**src/rtl/uirq_pkg.sv**
```systemverilog
package uirq_pkg;
  localparam int IRQ_W  = 13;
  localparam int DATA_W = 32;
  localparam int ADDR_W = 3;

  localparam logic [ADDR_W-1:0] A_SET  = 3'd0;
  localparam logic [ADDR_W-1:0] A_CLR  = 3'd1;
  localparam logic [ADDR_W-1:0] A_MASK = 3'd2;
  localparam logic [ADDR_W-1:0] A_STAT = 3'd3;
  localparam logic [ADDR_W-1:0] A_CHAN = 3'd4;

  localparam int B_RX_TRIG  = 0;
  localparam int B_RX_EMPTY = 1;
  localparam int B_TX_EMPTY = 3;
  localparam int B_TX_FULL  = 4;
endpackage

```
**src/rtl/uirq_mask.sv**
```systemverilog
module uirq_mask #(
  parameter int W = 13
) (
  input  logic         clk,
  input  logic         rst_n,
  input  logic         set_we,
  input  logic         clr_we,
  input  logic [W-1:0] wbits,
  output logic [W-1:0] mask_o
);
  always_ff @(posedge clk or negedge rst_n) begin
    if (!rst_n)      mask_o <= '0;
    else if (set_we) mask_o <= mask_o | wbits;
    else if (clr_we) mask_o <= mask_o & ~wbits;
  end


  mask_set_chk: assert property (@(posedge clk) disable iff (!rst_n)
    set_we |=> ((mask_o & $past(wbits)) == $past(wbits)));

  mask_clr_chk: assert property (@(posedge clk) disable iff (!rst_n)
    clr_we |=> ((mask_o & $past(wbits)) == '0));

  mask_keep_chk: assert property (@(posedge clk) disable iff (!rst_n)
    (set_we || clr_we) |=> ((mask_o & ~$past(wbits)) == ($past(mask_o) & ~$past(wbits))));
endmodule

```
**src/rtl/uirq_status.sv**
```systemverilog
module uirq_status #(
  parameter int W = 13
) (
  input  logic         clk,
  input  logic         rst_n,
  input  logic [W-1:0] evt_i,
  input  logic [W-1:0] mask_i,
  input  logic         clr_we,
  input  logic [W-1:0] wbits,
  output logic [W-1:0] stat_o
);
  logic [W-1:0] hit;
  logic [W-1:0] drop;

  assign hit  = evt_i & mask_i;
  assign drop = clr_we ? wbits : '0;

  always_ff @(posedge clk or negedge rst_n) begin
    if (!rst_n) stat_o <= '0;
    else        stat_o <= (stat_o & ~drop) | hit;
  end


  stat_capture_chk: assert property (@(posedge clk) disable iff (!rst_n)
    1'b1 |=> ((stat_o & $past(evt_i & mask_i)) == $past(evt_i & mask_i)));

  stat_masked_chk: assert property (@(posedge clk) disable iff (!rst_n)
    1'b1 |=> ((stat_o & ~$past(stat_o) & ~$past(mask_i)) == '0));

  stat_w1c_chk: assert property (@(posedge clk) disable iff (!rst_n)
    (clr_we && ((wbits & evt_i) == '0)) |=> ((stat_o & $past(wbits)) == '0));
endmodule

```
**src/rtl/uirq_rdmux.sv**
```systemverilog
module uirq_rdmux
  import uirq_pkg::*;
#(
  parameter int W  = IRQ_W,
  parameter int DW = DATA_W
) (
  input  logic [ADDR_W-1:0] addr,
  input  logic [W-1:0]      mask_i,
  input  logic [W-1:0]      stat_i,
  input  logic [W-1:0]      chan_i,
  output logic [DW-1:0]     rdata
);
  localparam int PAD = DW - W;

  always_comb begin
    unique case (addr)
      A_MASK:  rdata = {{PAD{1'b0}}, mask_i};
      A_STAT:  rdata = {{PAD{1'b0}}, stat_i};
      A_CHAN:  rdata = {{PAD{1'b0}}, chan_i};
      default: rdata = '0;
    endcase
  end
endmodule

```
**src/rtl/uart_irq_ctrl.sv**
```systemverilog
module uart_irq_ctrl
  import uirq_pkg::*;
(
  input  logic              clk,
  input  logic              rst_n,
  input  logic [IRQ_W-1:0]  evt_pulse,
  input  logic              lvl_rx_trig,
  input  logic              lvl_rx_empty,
  input  logic              lvl_tx_empty,
  input  logic              lvl_tx_full,
  input  logic              reg_wr,
  input  logic [ADDR_W-1:0] reg_addr,
  input  logic [DATA_W-1:0] reg_wdata,
  output logic [DATA_W-1:0] reg_rdata,
  output logic              irq
);
  logic [IRQ_W-1:0] wbits, mask_q, stat_q, chan;
  logic set_we, clr_we, ack_we;

  assign wbits  = reg_wdata[IRQ_W-1:0];
  assign set_we = reg_wr && (reg_addr == A_SET);
  assign clr_we = reg_wr && (reg_addr == A_CLR);
  assign ack_we = reg_wr && (reg_addr == A_STAT);

  always_comb begin
    chan = '0;
    chan[B_RX_TRIG]  = lvl_rx_trig;
    chan[B_RX_EMPTY] = lvl_rx_empty;
    chan[B_TX_EMPTY] = lvl_tx_empty;
    chan[B_TX_FULL]  = lvl_tx_full;
  end

  uirq_mask #(.W(IRQ_W)) mask_u (
    .clk(clk), .rst_n(rst_n), .set_we(set_we), .clr_we(clr_we),
    .wbits(wbits), .mask_o(mask_q));

  uirq_status #(.W(IRQ_W)) stat_u (
    .clk(clk), .rst_n(rst_n), .evt_i(evt_pulse), .mask_i(mask_q),
    .clr_we(ack_we), .wbits(wbits), .stat_o(stat_q));

  uirq_rdmux #(.W(IRQ_W), .DW(DATA_W)) rd_u (
    .addr(reg_addr), .mask_i(mask_q), .stat_i(stat_q), .chan_i(chan),
    .rdata(reg_rdata));

  assign irq = |stat_q;


  wo_read_zero_chk: assert property (@(posedge clk) disable iff (!rst_n)
    (reg_addr == A_SET || reg_addr == A_CLR) |-> (reg_rdata == '0));

  upper_zero_chk: assert property (@(posedge clk) disable iff (!rst_n)
    reg_rdata[DATA_W-1:IRQ_W] == '0);

  irq_fall_chk: assert property (@(posedge clk) disable iff (!rst_n)
    $fell(irq) |-> $past(ack_we));
endmodule

```
**config.mk**
```make
export PLATFORM = sky130hd
export DESIGN_NAME = uart_irq_ctrl
export DESIGN_NICKNAME = d
export VERILOG_FILES = /design/src/rtl/uirq_pkg.sv /design/src/rtl/uirq_mask.sv /design/src/rtl/uirq_status.sv /design/src/rtl/uirq_rdmux.sv /design/src/rtl/uart_irq_ctrl.sv
export SDC_FILE = /design/constraint.sdc
export NUM_CORES = 1
export LEC_CHECK = 0
export BUFFER_PORTS_ARGS = -buffer_cell sky130_fd_sc_hd__buf_2
export CAP_MARGIN = 10
export CORE_ASPECT_RATIO = 0.7
export CORE_MARGIN = 10
export CORE_UTILIZATION = 41
export CTS_CLUSTER_DIAMETER = 120
export DETAILED_ROUTE_END_ITERATION = 12
export HOLD_SLACK_MARGIN = 0.05
export PLACE_DENSITY = 0.85
export SLEW_MARGIN = 10
export SYNTH_ARGS = -nofsm -noshare
export SYNTH_HDL_FRONTEND = slang
export SYNTH_SLANG_ARGS = --single-unit
```
**constraint.sdc**
```tcl
create_clock -name clk -period 0.9 [get_ports clk]
set_clock_uncertainty 0.15 [all_clocks]
set_input_delay 0.045 -clock clk [delete_from_list [all_inputs] [get_ports clk]]
set_output_delay 0.045 -clock clk [all_outputs]
set_load 0.02 [all_outputs]
```
==> results of run 1 <==
[what timing repair did]
| action | in CTS | in global routing |
|---|---|---|
| endpoints found under the setup margin | 29 | 39 |
| hold endpoints to repair | 47 | 11 |
| buffers inserted | 5 | 17 |
| pin swaps | 3 | 15 |
| resized for setup | 51 | 63 |
| hold buffers | 26 | 6 |
[layout make-up]
cell class,instances,area [µm²]
repair buffers,123,1090
multi-input cells,118,1090
fillers,224,927
flip-flops and latches,26,656
inverters,26,97.6
well taps,52,65.1
clock buffers,3,41.3
clock inverters,1,30.0
[worst reg2reg max path, stage by stage, from the launching register on]
cell      delay (ns)
dfrtp_1         0.42
buf_4           0.15
buf_6           0.13
inv_2           0.05
o211ai_1        0.10
[cells in the final DEF, fill, tap and decap left out, types with 3 or more instances in the layout]
cell | Yosys | routed
mux2i_1 | 26 | 18
and4bb_2 | 4 | 4
clkbuf_8 | 0 | 3
dfrtp_1 | 26 | 22
conb_1 | 1 | 19
buf_6 | 2 | 40
buf_2 | 2 | 34
o2bb2ai_2 | 0 | 4
nand2_1 | 13 | 11
nand2b_1 | 14 | 4
inv_2 | 0 | 20
nor2_2 | 0 | 8
o211ai_1 | 13 | 13
inv_1 | 26 | 6
dfrtp_2 | 0 | 4
nand2b_4 | 0 | 10
buf_4 | 21 | 18
mux2i_4 | 0 | 6
buf_12 | 0 | 3
dlygate4sd3_1 | 0 | 26
and4bb_1 | 9 | 9
[through the flow]
stage | instances | setup TNS (ns) | util [%] | hold WS [ns] | cell area (µm²)
6_report | 349 | -8.86 | 76.8 | -0.0626 | 3070
2_1_floorplan | 197 | -0.372 | - | -0.401 | 1860
3_5_place_dp | 309 | -6.97 | 57.3 | -0.146 | 2290
5_1_grt | 349 | -10.08 | 76.8 | -0.0546 | 3070
4_1_cts | 342 | -7.65 | 70.6 | -0.0615 | 2820
3_3_place_gp | 309 | -6.24 | 57.3 | -0.154 | 2290
[report_power, final]
part / switching [mW] / leakage (nW) / total (mW) / internal, mW
logic: 0.693 / 1.21 / 1.46 / 0.763
registers: 0.166 / 0.261 / 1.48 / 1.32
clock network: 0.397 / 0.0357 / 0.993 / 0.596
total: 1.26 / 1.51 / 3.93 / 2.68
[logic make-up (layout without fill, tap and decap cells)]
| family | count (synthesis) | in the layout |
|---|---|---|
| DFF | 26 | 26 |
| muxes | 26 | 26 |
| buffers and inverters | 53 | 153 |
| other | 1 | 19 |
| and+or+nand+nor | 56 | 56 |
| AOI/OAI and AO/OA | 17 | 17 |
[how the worst max path moves through the flow]
stage	end	slack (ns)
after global placement	irq	-0.32
after CTS	irq	-0.60
after global routing	irq	-0.75
after floorplan	irq	-0.20
final	irq	-0.69
after detailed placement	irq	-0.32
[layer usage]
metal / part of all wire, % / up-vias
li1: - / 805
met1: 38 / 888
met2: 51 / 102
met3: 9.1 / 15
met4: 1.6 / 0
met5: 0 / -
==> run metrics, run 1 <==
met2 usage 31.7%; synth warn 0; height of the chip 74.3 µm; Main synth FF type dfrtp_1; Post-Synthesis Mean Instance Area 9.64 µm²; busiest layer in global routing met2; worst-path fanout max 2; I/O pin cnt 88; number of global-route vias before repair 1963; top cell type's share of synthesized area 37.7%; router iterations before antenna repair 4; DRC violations left 0; CTS sink cnt 26; Synth Area in XOR/XNOR 0%; Starting Density 43.2%; Hold Path Origin reg_wdata[1]; fin. max-slew vios 0; met3 global-route usage 5.27%; #FFs+latches synth 26; slowest CP cell dfrtp_1; critical path class flop to output pin; clk slew on worst S/H paths 0.10 ns; synthesized area 1730 µm²; ranking of synthesized cells by area dfrtp_1 (38%), mux2i_1 (15%), buf_4 (9.1%), and4bb_1 (6.5%), inv_1 (5.7%); Leak 1.51 nW; Final #Nets 353; Simple-Gate Fraction of Synth Area 22.2%; Worst setup SP type flop; ratio of cells with drive above 1 in the final layout 55.9%; # diodes 0; R2R cell count 4; # rows 19; pwr/cell area 1280 nW/µm²; worst skew pair latency 0.28 ns; drt via density 5.19; H-tree levels 1; IO buf count 49; cell taking the most area after synthesis dfrtp_1; maximum root-to-sink buffer count 2; area grow syn2layout 77.7%; RR Startpoint stat_u.stat_o[11]; Worst Path Required 0.70 ns; Hold Vio Cnt, Final 1; r2r endpoint stat_u.stat_o[11]; CTS tree done; crit path buf inv count 1; max-cap viol count 0; initial antenna violation count 0; Fin Hold WS -0.0626 ns; mux contribution to synthesized area 15.1%; hold crit path type input port to flop; DR vias 1810; failing checks negative hold slack, negative setup slack; post-synthesis compound-gate area fraction 7.69%; CP Depth 3; CP Launch Point stat_u.stat_o[6]; post-synthesis cell type count 20; 1st-iter DRT viols 162; pin count of the biggest net entering global routing 27; Core Footprint 3990 µm²; Max Clk Rate 629 MHz; Adder-Cell Fraction of Synth Area 0%; first-pass GRT wire length 10300 µm; grt met1 use 20.2%; Synth Instances 179; CP endpoint kind output pin; crit-path cells nor4_2 -> nand4_1 -> buf_2; Die Wd 97.5 µm; ANT nets after route 0; Synth top cells by count dfrtp_1 (26), inv_1 (26), mux2i_1 (26), buf_4 (21), nand2b_1 (14); Tmin final 1.59 ns; total power 3.93 mW; crit path DAT 1.40 ns; WL final 7350 µm; EDFF count, synth 0; setup violators final 36; asr flop ratio synth 100%; number of buffers created by CTS 3; Worst Hold End stat_u.stat_o[1]; WHS Path Cells 3; gr ovfl total 0; routed len/inst 21.0 µm; status finished with violations; DP HPWL 4150 µm; Peak VDD IR 0.000780 V; GPL Wtd Cong 0.825; slowest cell delay on critical path 0.42 ns; Tcrit/Tclk final 177%; clock root cell clkbuf_8; Total GRT Usage 17.4%; RSZ-0062 raised after global routing true; Die Area 7240 µm²; Seq/Total Area, Yosys 37.7%; largest family of logic cells by synthesized area simple AND/OR/NAND/NOR gates; PnR worst setup slack -0.691 ns; CP top delay family simple AND/OR/NAND/NOR gates; Reg2Reg Setup Slack -0.22 ns; Setup Slack @ Placement -0.319 ns
Note: power is estimated with default switching activity, not from simulation.
==> inputs of run 2 (changes only) <==
- CORE_MARGIN: 10 -> not set
==> run 2 against run 1 <==
  * The run still ends with negative hold slack, negative setup slack left
  * First-iteration DRC count decreased by 68%
  * Die area fell by 38%
  * Routed wire length down 34%
  * Register-to-register slack is essentially flat
  * Critical path depth did not move
  * Core utilization fell by 6.1 points
  * Non-clock buffer count decreased by 13
  * Setup slack improved by 0.058 ns
  * Combinational power shrank 11%
  * Critical endpoint unchanged
==> run metrics, run 2 (synthesized netlist as in run 1, its figures left out) <==
Worst Path Required 0.70 ns (about the same); hold crit path type input port to flop; clk slew on worst S/H paths 0.09 ns (about the same); Total GRT Usage 22.6% (+5.2 points); Starting Density 43.5% (+0.26 points); Hold Path Origin reg_wdata[6]; initial antenna violation count 0 (unchanged); clock root cell clkbuf_8; gr ovfl total 0 (unchanged); WHS Path Cells 3 (unchanged); r2r endpoint stat_u.stat_o[5]; CTS sink cnt 26 (unchanged); R2R cell count 4 (unchanged); RR Startpoint stat_u.stat_o[5]; number of global-route vias before repair 1656 (-16%); Tmin final 1.53 ns (-0.0584 ns); worst skew pair latency 0.27 ns (about the same); pin count of the biggest net entering global routing 27 (unchanged); drt via density 4.84 (-6.8%); height of the chip 56.3 µm (-24%); DR vias 1620 (-10%); Final #Nets 340 (-3.7%); Reg2Reg Setup Slack -0.21 ns (about the same); critical path class flop to output pin; 1st-iter DRT viols 52 (-68%); most common cell after layout, fill and taps aside buf_2; H-tree levels 1 (unchanged); maximum root-to-sink buffer count 2 (unchanged); Post-DP Area 2260 µm² (-1.1%); Fin Hold WS -0.0631 ns (-0.000442 ns); area grow syn2layout 62.6%; Leak 1.40 nW (-7.1%); pwr/cell area 1220 nW/µm² (-4.9%); CP endpoint kind output pin; # rows 19 (unchanged); ANT nets after route 0 (unchanged); Peak VDD IR 0.000758 V (-2.7%); failing checks negative hold slack, negative setup slack; worst-path fanout max 2 (unchanged); DP HPWL 3190 µm (-23%); first-pass GRT wire length 7890 µm (-23%); # diodes 0 (unchanged); Die Wd 79.5 µm (-18%); Setup Slack @ Placement -0.290 ns (+0.0284 ns); fin. max-slew vios 0 (unchanged); Core Footprint 3970 µm² (-0.60%); I/O pin cnt 88 (unchanged); Max Clk Rate 652 MHz (+3.8%); register area 651 µm² (-0.76%); IO buf count 49 (unchanged); ratio of cells with drive above 1 in the final layout 48.4% (-7.5 points); crit path DAT 1.34 ns (-0.06 ns); CTS tree done; Worst Hold End stat_u.stat_o[6]; RSZ-0062 raised after global routing true; most frequent cells in the layout buf_2 (38), buf_6 (31), dfrtp_1 (26); Tcrit/Tclk final 170% (-6.5 points); PnR worst setup slack -0.633 ns (+0.0584 ns); crit-path cells nor4_1 -> nand4_1 -> buf_2; Finished Cell Area 2810 µm² (-8.5%); DRC violations left 0 (unchanged); WL final 4850 µm (-34%); Hold Vio Cnt, Final 5 (+4); router iterations before antenna repair 4 (unchanged); max-cap viol count 0 (unchanged); slowest cell delay on critical path 0.41 ns (about the same); GPL Wtd Cong 0.800 (-2.9%); Worst setup SP type flop; setup violators final 30 (-17%); Die Area 4480 µm² (-38%); Multi-input gate area 998 µm² (-8.1%); routed len/inst 14.5 µm (-31%); number of buffers created by CTS 3 (unchanged); status finished with violations; slowest CP cell dfrtp_1; filler cell count 274 (+22%)
[run 2: worst max path at each step]
stage / from / end / slack, ns
floorplan: stat_u.stat_o[6] / irq / -0.20
global placement: stat_u.stat_o[1] / irq / -0.29
detailed placement: stat_u.stat_o[5] / irq / -0.29
CTS: stat_u.stat_o[1] / irq / -0.56
global route: stat_u.stat_o[6] / irq / -0.65
finish: stat_u.stat_o[6] / irq / -0.63
[run 2: metrics by stage]
step	cells	power (mW)	util [%]	hold WS, ns	TNS (ns)
2_1_floorplan	197	2.01	-	-0.401	-0.372
3_3_place_gp	304	2.38	57.0	-0.150	-7.75
3_5_place_dp	304	2.41	57.0	-0.149	-7.99
4_1_cts	332	3.31	68.1	-0.0539	-7.54
5_1_grt	335	3.60	70.7	-0.0290	-8.75
6_report	335	3.42	70.7	-0.0631	-7.46
[run 2: area by class of cell]
class / count / share of cell area (%)
flip-flops and latches: 26 / 23.2
well taps: 52 / 2.32
inverters: 26 / 3.48
repair buffers: 110 / 33.9
multi-input cells: 118 / 35.6
clock buffers: 3 / 1.47
[run 2: power breakdown]
part	total, mW	internal, mW	switching, mW	leakage (nW)
combinational	1.30	0.705	0.600	1.11
clock	0.676	0.300	0.376	0.0216
sequential	1.44	1.31	0.125	0.263
total	3.42	2.32	1.10	1.40
[run 2: critical path: cells and delay by family, from the launching register on]
family,cells,cell delay (ns)
buffers and inverters,1,0.18
DFF,1,0.41
and+or+nand+nor,2,0.47
[run 2: repair_timing]
| action | in CTS | in global routing |
|---|---|---|
| hold endpoints to repair | 47 | 12 |
| resized for setup | 46 | 27 |
| buffers inserted | 5 | 4 |
| hold buffers | 22 | 6 |
| endpoints found under the setup margin | 27 | 38 |
| cloned | 0 | 0 |
| pin swaps | 4 | 13 |
[run 2: layer usage]
metal / wire length, µm / vias to the layer above / part of all wire [%] / GRT usage [%]
li1: - / 779 / - / -
met1: 2210 / 791 / 46 / 30.9
met2: 2380 / 46 / 49 / 38.9
met3: 235 / 4 / 4.8 / 3.90
met4: 25 / 0 / 0.52 / 1.82
met5: 0 / - / 0 / 0
